==> src/rtl/sticky_status_pkg.sv <==
package sticky_status_pkg;

    typedef enum logic [1:0] {
        ACC_NONE  = 2'd0,
        ACC_READ  = 2'd1,
        ACC_WRITE = 2'd2
    } acc_e;

    typedef enum logic {
        CLR_W1C   = 1'b0,
        CLR_ON_RD = 1'b1
    } clr_mode_e;

endpackage

==> src/rtl/sticky_access_decode.sv <==
module sticky_access_decode
    import sticky_status_pkg::*;
(
    input  logic sel,
    input  logic rd_stb,
    input  logic wr_stb,
    output acc_e acc
);

    always_comb begin
        unique case ({sel, rd_stb, wr_stb})
            3'b110, 3'b111: acc = ACC_READ;   // read wins over write
            3'b101:         acc = ACC_WRITE;
            default:        acc = ACC_NONE;
        endcase
    end

endmodule

==> src/rtl/sticky_clear_gen.sv <==
module sticky_clear_gen
    import sticky_status_pkg::*;
#(
    parameter int W = 8
) (
    input  acc_e          acc,
    input  clr_mode_e     mode,
    input  logic [W-1:0]  wdata,
    input  logic [W-1:0]  flags,
    output logic [W-1:0]  clr
);

    always_comb begin
        clr = '0;
        unique case (acc)
            ACC_READ:  if (mode == CLR_ON_RD) clr = flags;
            ACC_WRITE: if (mode == CLR_W1C)   clr = wdata;
            ACC_NONE:  clr = '0;
            default:   clr = '0;
        endcase
    end

endmodule

==> src/rtl/sticky_bit.sv <==
module sticky_bit (
    input  logic clk,
    input  logic rst_n,
    input  logic set,
    input  logic clr,
    output logic q
);

    always_ff @(posedge clk or negedge rst_n) begin
        if (!rst_n)   q <= 1'b0;
        else if (set) q <= 1'b1;   // event beats clear
        else if (clr) q <= 1'b0;
    end

endmodule

==> src/rtl/sticky_status_bank.sv <==
module sticky_status_bank
    import sticky_status_pkg::*;
#(
    parameter int W = 8
) (
    input  logic         clk,
    input  logic         rst_n,
    input  logic         clr_on_rd,
    input  logic [W-1:0] evt,
    input  logic         sel,
    input  logic         rd_stb,
    input  logic         wr_stb,
    input  logic [W-1:0] wdata,
    input  logic [W-1:0] mask,
    output logic [W-1:0] rdata,
    output logic         irq
);

    acc_e         acc;
    clr_mode_e    mode;
    logic [W-1:0] lat_q;
    logic [W-1:0] clr_m;
    logic [W-1:0] rdata_q;

    assign mode = clr_mode_e'(clr_on_rd);

    sticky_access_decode u_dec (
        .sel    (sel),
        .rd_stb (rd_stb),
        .wr_stb (wr_stb),
        .acc    (acc)
    );

    sticky_clear_gen #(.W(W)) u_clr (
        .acc   (acc),
        .mode  (mode),
        .wdata (wdata),
        .flags (lat_q),
        .clr   (clr_m)
    );

    for (genvar i = 0; i < W; i++) begin : g_bit
        sticky_bit u_bit (
            .clk   (clk),
            .rst_n (rst_n),
            .set   (evt[i]),
            .clr   (clr_m[i]),
            .q     (lat_q[i])
        );
    end

    always_ff @(posedge clk or negedge rst_n) begin
        if (!rst_n)              rdata_q <= '0;
        else if (acc == ACC_READ) rdata_q <= lat_q;
    end

    assign rdata = rdata_q;
    assign irq   = |(lat_q & mask);

endmodule

==> config.mk <==
export PLATFORM = sky130hd
export DESIGN_NAME = sticky_status_bank
export DESIGN_NICKNAME = d
export VERILOG_FILES = /design/src/rtl/sticky_status_pkg.sv /design/src/rtl/sticky_access_decode.sv /design/src/rtl/sticky_clear_gen.sv /design/src/rtl/sticky_bit.sv /design/src/rtl/sticky_status_bank.sv
export SDC_FILE = /design/constraint.sdc
export NUM_CORES = 1
export LEC_CHECK = 0
export CAP_MARGIN = 20
export CORE_UTILIZATION = 40
export CTS_BUF_LIST = sky130_fd_sc_hd__clkbuf_8 sky130_fd_sc_hd__clkbuf_16
export DETAILED_ROUTE_END_ITERATION = 12
export PLACE_DENSITY = 0.81
export SETUP_SLACK_MARGIN = 0.02
export SLEW_MARGIN = 15
export SYNTH_ARGS = -nofsm -noshare
export SYNTH_HDL_FRONTEND = slang
export SYNTH_SLANG_ARGS = --single-unit
==> constraint.sdc <==
create_clock -name clk -period 1.3 [get_ports clk]
set_input_delay 0.39 -clock clk [delete_from_list [all_inputs] [get_ports clk]]
set_output_delay 0.39 -clock clk [all_outputs]
set_load 0.05 [all_outputs]
==> flow_summary.ini <==
[place]
dp_hpwl_um = 1710
gp_congestion = 0.753
port_buffers = 38
dp_slack_ps = -639
place_area_um2 = 1390

[finish]
synthToLayoutAreaGrowth_pct = 86.8
layout_commonest_cell = clkdlybuf4s50_1
num-nets-final = 150
final_cell_mix = clkdlybuf4s50_1 (17), dfrtp_1 (16), buf_4 (13)
finalInstanceArea_um2 = 1480
diodes = 0
layout-drive-gt1-share_pct = 40.2

[critical_path]
worstPathMaxFanout = 1
critPathArrivalTime_ps = 1170
critPathRequiredTime_ps = 910
setup.worst_path.class = input pin to output port
cp-start-kind = input pin
endpoint_kind = output port

[clock_tree]
cts.sinks = 16
h-tree-depth = 1
clkTransAtPathRegs_ps = 60
numCtsBuffers = 3
cts_root_buf = clkbuf_8
clockBufferDepth = 2
clkLatencyLatePin_ps = 250
cts_tree = built

[power]
power_density_nw_per_um2 = 846
ir_drop_mv = 0.728
leakagePower_uw = 0.000583

[synth]
ys_ff_latch = 16
avgSynthCellArea_um2 = 12.6
synth_cells = 63
ys_warn_count = 0
syn-cell-area_um2 = 793
synth-seq-area-share_pct = 50.5
synth_cell_type_count = 13
syn-num-nets = 95

[floorplan]
io_pins = 39
core_um2 = 1780
start_util_pct = 44.5
die-area_um2 = 2170
die_h_um = 46.5
core.rowCount = 15
die_w_um = 46.5

[sta]
rsz0062_at_grt = true
period_share_pct = 120
max_slew_margin_pct = 72.0
worst_pin_slew_ps = 420
finalHoldViolCount = 0
clock_skew_ps = 1.09
setup_viol = 2
tns_ps = -268
fmax_mhz = 640
period_needed_ps = 1560
setup_ws_ps = -262
finalMaxSlewViolations = 0

[routing]
drt_iter0_drc = 10
num_vias = 744
final_antenna_net_count = 0
post_drt_wl_per_cell_um = 17.2
avgViaCountPerCell = 5.24
drc = 0
totalWireLength_um = 2450
first_pass_iters = 4

[global_routing]
grt_pass1_vias = 782
track_usage_pct = 25.1
grt_max_degree = 17
grt-ovfl-total = 0
antenna_found_initial = 0
grt_pass1_wl_um = 3630

[worst_hold_path]
hold_path.class = input pin to async pin

[status]
failed_checks = negative setup slack
outcome = complete, but fails checks

[run]
maxCapViolCount = 0
timing repair:
action / in CTS / in global routing
endpoints found under the setup margin: 17 / 17
setup buffers: 0 / 1
hold buffers: 0 / 0
pin swaps: 9 / 10
resized for setup: 23 / 6
metrics by stage:
step	hold slack (ps)	cells	power (µW)	utilization (%)
floorplan	94.4	63	635	-
global placement	557	137	801	78.2
detailed placement	562	137	808	78.2
CTS	472	141	1250	82.2
global route	491	142	1290	83.1
finish	464	142	1250	83.1
critical path, cell delays in order:
cell and delay (ps):
dlygate4sd2_1 240, a22oi_2 190, nand4_1 170, buf_12 190
worst paths after layout:
| path | start | to | slack [ps] | depth (start not counted) |
|---|---|---|---|---|
| max | mask[2] | irq | -260 | 4 |
| min | rst_n | rdata[4] | 460 | 2 |
| max reg2reg | g_bit[6].u_bit.q | g_bit[6].u_bit.q | 190 | 4 |
| min reg2reg | rdata[3] | rdata[3] | 570 | 1 |
| max in group asynchronous | rst_n | rdata[6] | 660 | 2 |
| min in group clk | rdata[3] | rdata[3] | 570 | 1 |
metal layers:
metal | up-vias | GRT usage (%) | share of wire [%]
met1 | 370 | 28.6 | 41
li1 | 347 | - | -
met2 | 23 | 46.4 | 55
met3 | 4 | 3.53 | 3.0
met5 | - | 0 | 0
met4 | 0 | 8.82 | 0.94
power by group:
part / switching (µW) / internal, µW / leakage [µW]
Clock: 175 / 269 / 0.0000288
Sequential: 13.4 / 512 / 0.000143
Combinational: 118 / 166 / 0.000411
Total: 306 / 947 / 0.000583
kinds of logic (layout without fill, tap and decap cells):
family / Yosys count / count (layout) / synth area share (%)
buffers and inverters: 5 / 59 / 3.63
adders and majority gates: 2 / 2 / 3.15
AOI/OAI and AO/OA: 20 / 20 / 20.2
DFF: 16 / 16 / 50.5
and+or+nand+nor: 12 / 12 / 11.2
muxes: 8 / 8 / 11.4
state kept, by name (all words and copies together), names as in the netlist:
signal,count
g_bit.u_bit.q,8
rdata,8
layout make-up:
cell class	count	area, µm²
multi-input cells	42	417
flip-flops and latches	16	400
repair buffers	53	571
fillers	106	302
inverters	2	7.51
well taps	25	31.3
clock buffers	4	55.1
cells in the mapped netlist:
library cell,instances,share of area [%]
a21o_1,8,7.6
inv_1,2,0.95
nand4_1,1,0.79
nand2_1,1,0.47
mux2_2,8,11
nand2_4,1,1.4
dfrtp_1,16,50
a31o_1,8,8.8
ha_1,2,3.2
buf_6,1,1.4
clkbuf_2,2,1.3
a22oi_1,4,3.8
nand3b_1,9,8.5
Note: power is estimated with default switching activity, not from simulation.
